===== src/rtl/rr_pc_pkg.sv =====
package rr_pc_pkg;
  // Width of an index that can address n phases (at least one bit).
  function automatic int unsigned idx_w(input int unsigned n);
    return (n > 1) ? $clog2(n) : 1;
  endfunction
endpackage


===== src/rtl/rr_edge_sync.sv =====
module rr_edge_sync #(
  parameter int unsigned W = 1
) (
  input  logic         clk,
  input  logic         rst,
  input  logic [W-1:0] async_in,
  output logic [W-1:0] rise
);
  logic [W-1:0] meta_q, stab_q, prev_q;

  always_ff @(posedge clk) begin
    if (rst) begin
      meta_q <= '0;
      stab_q <= '0;
      prev_q <= '0;
    end else begin
      meta_q <= async_in;
      stab_q <= meta_q;
      prev_q <= stab_q;
    end
  end

  assign rise = stab_q & ~prev_q;
endmodule


===== src/rtl/rr_rotor.sv =====
module rr_rotor
  import rr_pc_pkg::*;
#(
  parameter int unsigned N_PHASES = 4,
  localparam int unsigned PW = idx_w(N_PHASES)
) (
  input  logic                clk,
  input  logic                rst,
  input  logic                ton,
  input  logic [N_PHASES-1:0] trip_rise,
  output logic [N_PHASES-1:0] drv,
  output logic                overlap,
  output logic [PW-1:0]       act_idx
);
  localparam logic [PW-1:0] LAST = PW'(N_PHASES - 1);

  logic [PW-1:0] ptr_q;
  logic [N_PHASES-1:0] sel;

  // One-hot decode of the phase the pointer aims at.
  for (genvar g = 0; g < N_PHASES; g++) begin : g_sel
    assign sel[g] = ton && (ptr_q == PW'(g));
  end

  always_ff @(posedge clk) begin
    if (rst) begin
      ptr_q   <= '0;
      act_idx <= '0;
      overlap <= 1'b0;
    end else begin
      overlap <= ton && ((drv & sel) != '0);
      if (ton) begin
        act_idx <= ptr_q;
        ptr_q   <= (ptr_q == LAST) ? '0 : ptr_q + 1'b1;
      end
    end
  end

  // A turn-on in the same cycle as a trip wins: a new period starts.
  for (genvar g = 0; g < N_PHASES; g++) begin : g_drv
    always_ff @(posedge clk) begin
      if (rst)                drv[g] <= 1'b0;
      else if (sel[g])        drv[g] <= 1'b1;
      else if (trip_rise[g])  drv[g] <= 1'b0;
    end
  end
endmodule


===== src/rtl/rr_slope_ramp.sv =====
module rr_slope_ramp #(
  parameter int unsigned CODE_W = 7
) (
  input  logic              clk,
  input  logic              rst,
  input  logic              slope_en,
  input  logic              restart,
  input  logic [CODE_W-1:0] peak_code,
  output logic [CODE_W-1:0] code
);
  always_ff @(posedge clk) begin
    if (rst || !slope_en || restart) code <= peak_code;
    else if (code != '0)             code <= code - CODE_W'(1);
  end
endmodule


===== src/rtl/rr_phase_ctrl.sv =====
module rr_phase_ctrl
  import rr_pc_pkg::*;
#(
  parameter int unsigned N_PHASES = 4,
  parameter int unsigned CODE_W   = 7
) (
  input  logic                clk,
  input  logic                rst,
  input  logic                xing_in,
  input  logic [N_PHASES-1:0] trip_in,
  input  logic [CODE_W-1:0]   peak_code,
  input  logic                slope_en,
  output logic [N_PHASES-1:0] phase_drv,
  output logic [CODE_W-1:0]   idac_code,
  output logic                overlap_pulse
);
  localparam int unsigned PW = idx_w(N_PHASES);

  logic [N_PHASES:0]   rise_all;
  logic                ton;
  logic [N_PHASES-1:0] trip_rise;
  logic [PW-1:0]       act_idx;
  logic                restart;

  rr_edge_sync #(.W(N_PHASES + 1)) u_sync (
    .clk      (clk),
    .rst      (rst),
    .async_in ({trip_in, xing_in}),
    .rise     (rise_all)
  );

  assign ton       = rise_all[0];
  assign trip_rise = rise_all[N_PHASES:1];

  rr_rotor #(.N_PHASES(N_PHASES)) u_rotor (
    .clk       (clk),
    .rst       (rst),
    .ton       (ton),
    .trip_rise (trip_rise),
    .drv       (phase_drv),
    .overlap   (overlap_pulse),
    .act_idx   (act_idx)
  );

  assign restart = trip_rise[act_idx];

  rr_slope_ramp #(.CODE_W(CODE_W)) u_ramp (
    .clk       (clk),
    .rst       (rst),
    .slope_en  (slope_en),
    .restart   (restart),
    .peak_code (peak_code),
    .code      (idac_code)
  );
endmodule


===== config.mk =====
export PLATFORM = sky130hd
export DESIGN_NAME = rr_phase_ctrl
export DESIGN_NICKNAME = d
export VERILOG_FILES = /design/src/rtl/rr_pc_pkg.sv /design/src/rtl/rr_edge_sync.sv /design/src/rtl/rr_rotor.sv /design/src/rtl/rr_slope_ramp.sv /design/src/rtl/rr_phase_ctrl.sv
export SDC_FILE = /design/constraint.sdc
export NUM_CORES = 1
export LEC_CHECK = 0
export BUFFER_PORTS_ARGS = -buffer_cell sky130_fd_sc_hd__buf_4
export CAP_MARGIN = 25
export CELL_PAD_IN_SITES_DETAIL_PLACEMENT = 1
export CELL_PAD_IN_SITES_GLOBAL_PLACEMENT = 1
export CORE_MARGIN = 5
export CORE_UTILIZATION = 25
export CTS_BUF_LIST = sky130_fd_sc_hd__clkbuf_4
export DETAILED_ROUTE_END_ITERATION = 8
export PLACE_DENSITY_LB_ADDON = 0.1
export SYNTH_ARGS = -nofsm -noshare
export SYNTH_HDL_FRONTEND = slang
export SYNTH_SLANG_ARGS = --single-unit

===== constraint.sdc =====
create_clock -name clk -period 1.7 [get_ports clk]
set_input_delay 0.425 -clock clk [delete_from_list [all_inputs] [get_ports clk]]
set_output_delay 0.425 -clock clk [all_outputs]
set_load 0.01 [all_outputs]

==> results of run 1 <==
-- cells in the final DEF (no fill, tap or decap), drive strengths merged --
master,n
buf,36
dfxtp,24
nor2b,16
nand2,10
clkbuf,7
edfxtp,7
nor2,7
inv,6
mux2,6
a22oi,6
ha,6
nand2b,4
a21oi,4
xor2,2
mux2i,2
xnor2,2
or4,1
or2b,1
o311ai,1
nor3b,1
a211o,1
o31ai,1
nor4,1
nand4bb,1
nor3,1
and3,1
clkinv,1
-- metal layers --
metal	track usage (%)	up-vias
met3	4.06	2
met4	3.99	0
met5	0	-
met2	14.5	18
li1	-	468
met1	11.8	434
-- Yosys cell counts (2+ instances only) --
cell       n
dfxtp_1   24
mux2i_1    2
a22oi_1    6
mux2_4     6
edfxtp_1   7
nand2_1   10
nand2b_1   4
clkbuf_1   3
a21oi_1    4
ha_1       6
nor2_1     6
xnor2_1    2
xor2_1     2
inv_1      6
nor2b_1   16
-- final cells by class --
cell class                 count  area [µm²]  share of cell area [%]
sequential                    31         691                    40.6
multi-input combinational     75         562                    33.0
timing repair buffer          36         283                    16.6
tap                           70        87.6                    5.14
clock buffer                   7        52.6                    3.09
inverter                       6        22.5                    1.32
clock inverter                 1        5.00                   0.294
-- power groups by stage --
stage | combinational (W) | sequential (W) | clock, W
finish | 0.000212 | 0.000815 | 0.000436
global route | 0.000233 | 0.000821 | 0.000504
detailed placement | 0.000210 | 0.000833 | 0
global placement | 0.000207 | 0.000832 | 0
CTS | 0.000211 | 0.000816 | 0.000463
floorplan | 0.0000971 | 0.000842 | 0
-- how the worst min path moves through the flow --
stage,slack [ns],end,start
floorplan,0.41,u_sync.stab_q[0],u_sync.meta_q[0]
global placement,0.42,u_sync.stab_q[2],u_sync.meta_q[2]
detailed placement,0.42,u_sync.stab_q[4],u_sync.meta_q[4]
CTS,0.30,u_sync.meta_q[4],trip_in[3]
global route,0.29,u_sync.meta_q[3],trip_in[2]
finish,0.32,u_sync.meta_q[4],trip_in[3]
-- cells by family after synthesis --
logic type / Yosys count
compound gates: 13
xor+xnor: 4
fa+ha+maj: 6
buf+inv: 10
flops: 31
mux: 8
simple gates: 44
-- state kept, by name, indices dropped and copies added (netlist names) --
| signal | flops |
|---|---|
| u_ramp.code | 7 |
| u_rotor.act_idx | 2 |
| u_rotor.drv | 4 |
| u_rotor.overlap | 1 |
| u_rotor.ptr_q | 2 |
| u_sync.meta_q | 5 |
| u_sync.prev_q | 5 |
| u_sync.stab_q | 5 |
-- per-stage QoR --
stage                     instance area, µm²  TNS [ns]  utilization [%]  setup slack (ns)
final                                   1700         0             33.6            0.0386
after global placement                  1630    -0.342             32.2           -0.0577
after floorplan                         1290         0                -            0.0217
after detailed placement                1630    -0.343             32.2           -0.0612
after global routing                    1700   -0.0149             33.6           -0.0149
after CTS                               1690         0             33.3           0.00907
-- timing repair --
item                       CTS  global route
setup endpoints to repair    0             6
resized for setup            0             2
setup buffers                0             1
==> results.cfg, run 1 <==
[status]
status = finished, final reports clean

[critical_path]
worstRegToRegCells = 4
critPathMaxFanout = 3
crit_path_max_incr_delay_ns = 0.56
arrival_ns = 1.75
r2r_start = u_ramp.code[3]
worstPathCellList = or4_4, nor2_4, xor2_1, mux2_4
start_kind = flop
worstSetupPathDepth = 4
crit_end = u_ramp.code[5]
worstSetupStartpoint = u_ramp.code[3]
worstSetupPathType = flop to flop
crit_required_ns = 1.78
crit_buf_inv = 0
r2r_setup_slack_ns = 0.04
rr_endpoint = u_ramp.code[5]
cp_slowest_cell = or4_4
path_delay_family = simple AND/OR/NAND/NOR gates
end_kind = flop

[power]
p_sw_w = 0.000354
vdd_ir_drop_max_mv = 0.389
power_density_nw_per_um2 = 859
power.leakage_nw = 0.742
swShare_pct = 24.2
p_total_w = 0.00146
pwr-share-clk_pct = 29.8
pwr-share-comb_pct = 14.5
power_frac_seq_pct = 55.7
internal_power_w = 0.00111

[clock_network]
cts_tree = yes
cts-root-buf = clkbuf_4
cts.sinks = 31
htree_levels = 2
clock_path_buffers = 2
clkTransAtPathRegs_ns = 0.10
clk_latency_ns = 0.32
cts_buffers = 5
holdBufCountCts = 0

[synthesis]
ys_types = 27
ys_seq_area_share_pct = 53.4
yosysWarnings = 0
async_flop_share_pct = 0
syn-cell-area_um2 = 1290
synth_top_area_share_pct = 37.2
synth_flop_cell = dfxtp_1
synth_simple_gate_area_share_pct = 19.1
netlist_top_cells_area = dfxtp_1 37%, edfxtp_1 16%, nor2b_1 7.7%
yosys.area.top_type = dfxtp_1
syn-num-nets = 137
synth_top_family_by_area = simple AND/OR/NAND/NOR gates
synth_fa_ha_area_share_pct = 5.81
synth_seq_cells = 31
synth_cells = 116
muxShareOfSynthArea_pct = 8.52
syn_avg_cell_area_um2 = 11.1
synth_xor_area_share_pct = 2.71
synth_edf_count = 7
synth_compound_area_share_pct = 6.97

[die]
initial_utilization_pct = 25.5
coreArea_um2 = 5070
placementRows = 26
io_pins = 27
die_w_um = 81.9
dieHeight_um = 81.9
dieArea_um2 = 6710

[finish]
finalNonFillerCells = 226
filler_cell_count = 604
layout-drive-gt1-share_pct = 33.3
final_nets = 176
diodes = 0
syn_to_final_growth_pct = 31.8

[sta]
slew_headroom_pct = 63.3
hold_violations = 0
skew_ns = 0.0151
fin_crit_sh_pct = 97.7
layout_min_cycle_time_ns = 1.66
hold_slack_ns = 0.317
rsz0062_at_grt = yes
worst_pin_slew_ns = 0.549
final_max_slew_viol_count = 0
setup_violations = 0
fmax_mhz = 602

[drt]
final_antenna_net_count = 0
routed_wl_mm = 2.72
wl_met3_um = 150
wl_met2_mm = 1.28
dr.pass1.iters = 4
post_drt_wl_per_cell_um = 12.0
top_layer = met4
viasPerCell = 4.08
num_vias = 922
drc = 0
drt_iter0_markers = 37
wl_met1_mm = 1.27

[placed_design]
dpl.hpwl_mm = 2.08
dp_cells = 217
portBuffers = 26
gp_congestion = 0.687

[worst_hold_path]
holdCritPathClass = input port to flop
hold_path_depth = 2

[flow_run]
max-cap-violations = 0

[global_routing]
grt-ovfl-total = 0
grt_pass1_vias = 942
antenna_found_initial = 0
grt_pass1_wl_mm = 4.69
grt_max_degree = 24
grt_usage_pct = 9.54
Note: power is estimated with default switching activity, not from simulation.
==> run 2: changes to the inputs <==
--- a/config.mk
+++ b/config.mk
@@ -15,2 +15,3 @@
 export DETAILED_ROUTE_END_ITERATION = 8
+export GPL_TIMING_DRIVEN = 0
 export PLACE_DENSITY_LB_ADDON = 0.1
--- a/constraint.sdc
+++ b/constraint.sdc
@@ -3,2 +3,2 @@
 set_output_delay 0.425 -clock clk [all_outputs]
-set_load 0.01 [all_outputs]
+set_load 0.1 [all_outputs]
==> run 2 against run 1 <==
Compared with the run above:
- cell count rose by 1.8%
- critical path type unchanged
- power rose by 10%
- the run now ends with negative setup slack left
- routed wire length rose by 2.8%
- worst hold slack got worse by 0.0090 ns
- maximum frequency fell by 2.7%
- critical path depth did not move
- clock power fell by 4%
==> results.cfg, run 2 (same netlist as run 1, synthesis figures left out) <==
[critical_path]
worstSetupPathDepth = 4
path_delay_family = simple AND/OR/NAND/NOR gates
worstPathCellList = or4_4, nor2_4, xor2_1, mux2_4
start_kind = flop
end_kind = flop
crit_buf_inv = 0
arrival_ns = 1.79
worstSetupPathType = flop to flop
crit_required_ns = 1.78
crit_path_max_incr_delay_ns = 0.59
worstRegToRegCells = 4
critPathMaxFanout = 4
cp_slowest_cell = or4_4

[power]
vdd_ir_drop_max_mv = 0.359
p_total_w = 0.00161
power.leakage_nw = 0.753
power_density_nw_per_um2 = 925

[global_routing]
grt-ovfl-total = 0
antenna_found_initial = 0
grt_pass1_vias = 981
grt_pass1_wl_mm = 4.64
grt_usage_pct = 9.29
grt_max_degree = 11

[clock_network]
clkTransAtPathRegs_ns = 0.10
clock_path_buffers = 2
cts-root-buf = clkbuf_4
clk_latency_ns = 0.31
cts_buffers = 5
htree_levels = 2
cts.sinks = 31
cts_tree = yes
holdBufCountCts = 0

[status]
status = complete, but fails checks
violations = negative setup slack

[sta]
setup_ws_ns = -0.00790
rsz0062_at_grt = yes
hold_violations = 0
layout_min_cycle_time_ns = 1.71
slew_headroom_pct = 67.5
worst_pin_slew_ns = 0.488
fin_crit_sh_pct = 100
setup-tns-final_ns = -0.00790
fmax_mhz = 586
setup_violations = 1
skew_ns = 0.00385
final_max_slew_viol_count = 0

[die]
io_pins = 27
placementRows = 26
dieArea_um2 = 6710
dieHeight_um = 81.9
coreArea_um2 = 5070
initial_utilization_pct = 25.5
die_w_um = 81.9

[finish]
final_nets = 180
diodes = 0
top_register = u_ramp.code
largest_register_ffs = 7
filler_cell_count = 606
layout-drive-gt1-share_pct = 33.8
syn_to_final_growth_pct = 34.9
final_common_cell = buf_4
final_util_pct = 34.4
mostFrequentLayoutCells = 35 x buf_4, 24 x dfxtp_1, 16 x nor2b_1

[drt]
final_antenna_net_count = 0
post_drt_wl_per_cell_um = 12.2
drt_iter0_markers = 36
viasPerCell = 4.13
dr.pass1.iters = 4
drc = 0
num_vias = 950
routed_wl_mm = 2.80

[worst_hold_path]
holdCritPathClass = input port to flop
hold_path_depth = 2

[placed_design]
gp_congestion = 0.713
dpl.hpwl_mm = 2.02
portBuffers = 26

[flow_run]
max-cap-violations = 0
-- run 2: per-layer routing --
metal  global-route usage [%]  part of all wire [%]  vias up
met5                        0                     0        -
met4                     3.99                   1.3        0
met3                     3.62                   5.4        4
met2                     14.5                    47       17
met1                     11.3                    47      451
li1                         -                     -      478
-- run 2: power breakdown --
group / leakage, nW / internal, W / switching [W]
Combinational: 0.450 / 0.000144 / 0.000223
Clock: 0.0331 / 0.000171 / 0.000248
Sequential: 0.270 / 0.000791 / 0.0000348
-- run 2: what timing repair did --
item	CTS	global route
hold endpoints to repair	0	0
endpoints found under the setup margin	9	13
resized for setup	3	4
buffers inserted	3	7
pin swaps	0	1
-- run 2: layout make-up --
type,count,area [µm²],area share (%)
buffer,4,22.5,1.29
clock buffer,6,45.0,2.58
clock inverter,2,8.76,0.502
inverter,6,22.5,1.29
multi-input combinational,75,593,34.0
sequential,31,691,39.6
tap,70,87.6,5.02
timing repair buffer,36,274,15.7
-- run 2: worst paths after layout --
kind	start	endpoint	slack, ns
setup / recovery	u_ramp.code[0]	u_ramp.code[5]	-0.008
hold / removal	rst	u_sync.prev_q[4]	0.31
setup reg to reg	u_ramp.code[0]	u_ramp.code[5]	-0.008
hold reg to reg	u_sync.meta_q[2]	u_sync.stab_q[2]	0.45
-- run 2: worst reg2reg max path, stage by stage, from the launching register on --
cell and delay [ns]:
edfxtp_1 0.45, or4_4 0.59, nor2_4 0.10, xor2_1 0.07, mux2_4 0.27
-- run 2: stage by stage --
stage / worst slack [ns] / hold slack (ns) / instance area [µm²] / instances
after CTS: -0.0246 / 0.298 / 1670 / 223
after detailed placement: -0.367 / 0.425 / 1580 / 212
after global routing: -0.0588 / 0.287 / 1740 / 230
after global placement: -0.353 / 0.421 / 1580 / 212
after floorplan: -0.474 / 0.414 / 1290 / 116
final: -0.00790 / 0.308 / 1740 / 230
==> run 3: changes to the inputs <==
--- a/config.mk
+++ b/config.mk
@@ -17,2 +17,3 @@
 export PLACE_DENSITY_LB_ADDON = 0.1
+export SLEW_MARGIN = 30
 export SYNTH_ARGS = -nofsm -noshare
==> constraint.sdc (replaced) <==
create_clock -name clk -period 1.58 [get_ports clk]
set_input_delay 0.079 -clock clk [delete_from_list [all_inputs] [get_ports clk]]
set_output_delay 0.079 -clock clk [all_outputs]
set_load 0.1 [all_outputs]
==> run 3 against run 2 <==
Compared with the run above:
- the flow still finishes with violations (negative setup slack)
- count of clock-buffer cells in the layout stayed put
- via count is 0.84% higher
- core utilization is 1.3 points higher
- power is 7.9% higher
- first-iteration DRC count is 28% higher
- sequential cell count stayed put
- critical path depth stayed put
==> results.cfg, run 3 (same netlist as run 1, synthesis figures left out) <==
[sta]
slew_headroom_pct = 66.7
hold_slack_ns = 0.0583
final_max_slew_viol_count = 0
layout_min_cycle_time_ns = 1.65
fmax_mhz = 607
skew_ns = 0.00370
setup_violations = 9
setup_ws_ns = -0.0668
rsz0062_at_grt = yes
fin_crit_sh_pct = 104
hold_violations = 0
worst_pin_slew_ns = 0.499

[clock_network]
clkTransAtPathRegs_ns = 0.10
htree_levels = 2
clk_latency_ns = 0.31
cts-root-buf = clkbuf_4
clock_path_buffers = 2
cts_tree = yes
cts.sinks = 31
cts_buffers = 5

[finish]
diodes = 0
final_common_cell = buf_4
mostFrequentLayoutCells = 33 x buf_4, 23 x dfxtp_1, 16 x nor2b_1
layout-drive-gt1-share_pct = 33.5
final_area_um2 = 1810
syn_to_final_growth_pct = 40.1
largest_register_ffs = 7
top_register = u_ramp.code
final_nets = 184

[die]
dieArea_um2 = 6710
die_w_um = 81.9
initial_utilization_pct = 25.5
coreArea_um2 = 5070
placementRows = 26
io_pins = 27
dieHeight_um = 81.9

[power]
power.leakage_nw = 0.772
power_frac_seq_pct = 50.8
internal_power_w = 0.00119
swShare_pct = 31.3
power_density_nw_per_um2 = 961
p_total_w = 0.00174
pwr-share-comb_pct = 23.4
vdd_ir_drop_max_mv = 0.389
p_sw_w = 0.000545
pwr-share-clk_pct = 25.8

[drt]
post_drt_wl_per_cell_um = 12.1
routed_wl_mm = 2.82
final_antenna_net_count = 0
drc = 0
num_vias = 958
viasPerCell = 4.09
dr.pass1.iters = 3
drt_iter0_markers = 46

[global_routing]
use_met1_pct = 11.9
grt_usage_pct = 9.75
grt-ovfl-total = 0
grt_pass1_wl_mm = 4.89
grt_max_degree = 11
antenna_found_initial = 0
grt_pass1_vias = 1027
met3_usage_pct = 3.62
met2_usage_pct = 15.4
grt-busiest-layer = met2

[flow_run]
max-cap-violations = 0

[critical_path]
crit_path_max_incr_delay_ns = 0.55
end_kind = flop
worstSetupPathType = flop to flop
crit_required_ns = 1.66
worstPathCellList = or4_4, nor2_4, xor2_1, mux2_4
arrival_ns = 1.72
start_kind = flop
critPathMaxFanout = 2
cp_slowest_cell = or4_4

[placed_design]
gp_congestion = 0.713
portBuffers = 26
dpl.hpwl_mm = 2.02
place_area_um2 = 1580
place_ws_ns = -0.302

[status]
violations = negative setup slack
status = complete, but fails checks

[worst_hold_path]
holdCritPathClass = input port to flop
run 3: cell types whose count changed in the layout (fill, tap and decap cells not counted):
cell and delta:
dlygate4sd3_1 +6, buf_4 -2, dfxtp_1 -1, dfxtp_2 +1, ha_1 -1, ha_4 +1, nand2b_1 -1, nand2b_4 +1
run 3: per-stage QoR:
stage                     TNS (ns)  instances  util, %
after floorplan              -5.17        116        -
after global placement       -2.54        212     31.0
after detailed placement     -2.66        212     31.0
after CTS                   -0.367        234     35.3
after global routing         -1.14        234     35.7
final                       -0.328        234     35.7
run 3: cell type report:
cell class | count | area [µm²]
buffer | 4 | 22.5
clock buffer | 6 | 45.0
clock inverter | 2 | 8.76
fill | 600 | 3260
inverter | 6 | 22.5
multi-input combinational | 75 | 613
sequential | 31 | 692
tap | 70 | 87.6
timing repair buffer | 40 | 319
run 3: per-layer routing:
metal  wire [µm]  vias up
met5           0        -
met4          37        0
met3         130        4
met2        1310       15
met1        1350      453
li1            -      486
run 3: worst paths after layout:
kind,start,end,slack [ns],depth (start not counted)
worst max-delay path,u_ramp.code[2],u_ramp.code[5],-0.07,4
worst min register to register,u_sync.meta_q[2],u_sync.stab_q[2],0.45,1
worst min-delay path,peak_code[6],u_ramp.code[6],0.06,2
worst max register to register,u_ramp.code[2],u_ramp.code[5],-0.07,4
run 3: worst max-delay path, delay by kind of cell, from the launching register on:
| kind | cells | cell delay (ns) |
|---|---|---|
| flops | 1 | 0.43 |
| mux | 1 | 0.26 |
| simple gates | 2 | 0.65 |
| xor+xnor | 1 | 0.06 |
run 3: power by group through the flow:
stage	combinational, W	sequential [W]	clock, W
final	0.000407	0.000884	0.000449
after detailed placement	0.000341	0.000905	0
after global placement	0.000339	0.000903	0
after CTS	0.000405	0.000883	0.000476
after floorplan	0.000105	0.00105	0
after global routing	0.000432	0.000892	0.000525
run 3: what timing repair did:
item | 4_1_cts | 5_1_grt
hold buffers | 6 | 0
pin swaps | 5 | 4
endpoints found under the setup margin | 13 | 13
gates resized for setup | 7 | 4
hold endpoints to repair | 7 | 0
setup buffers | 8 | 0
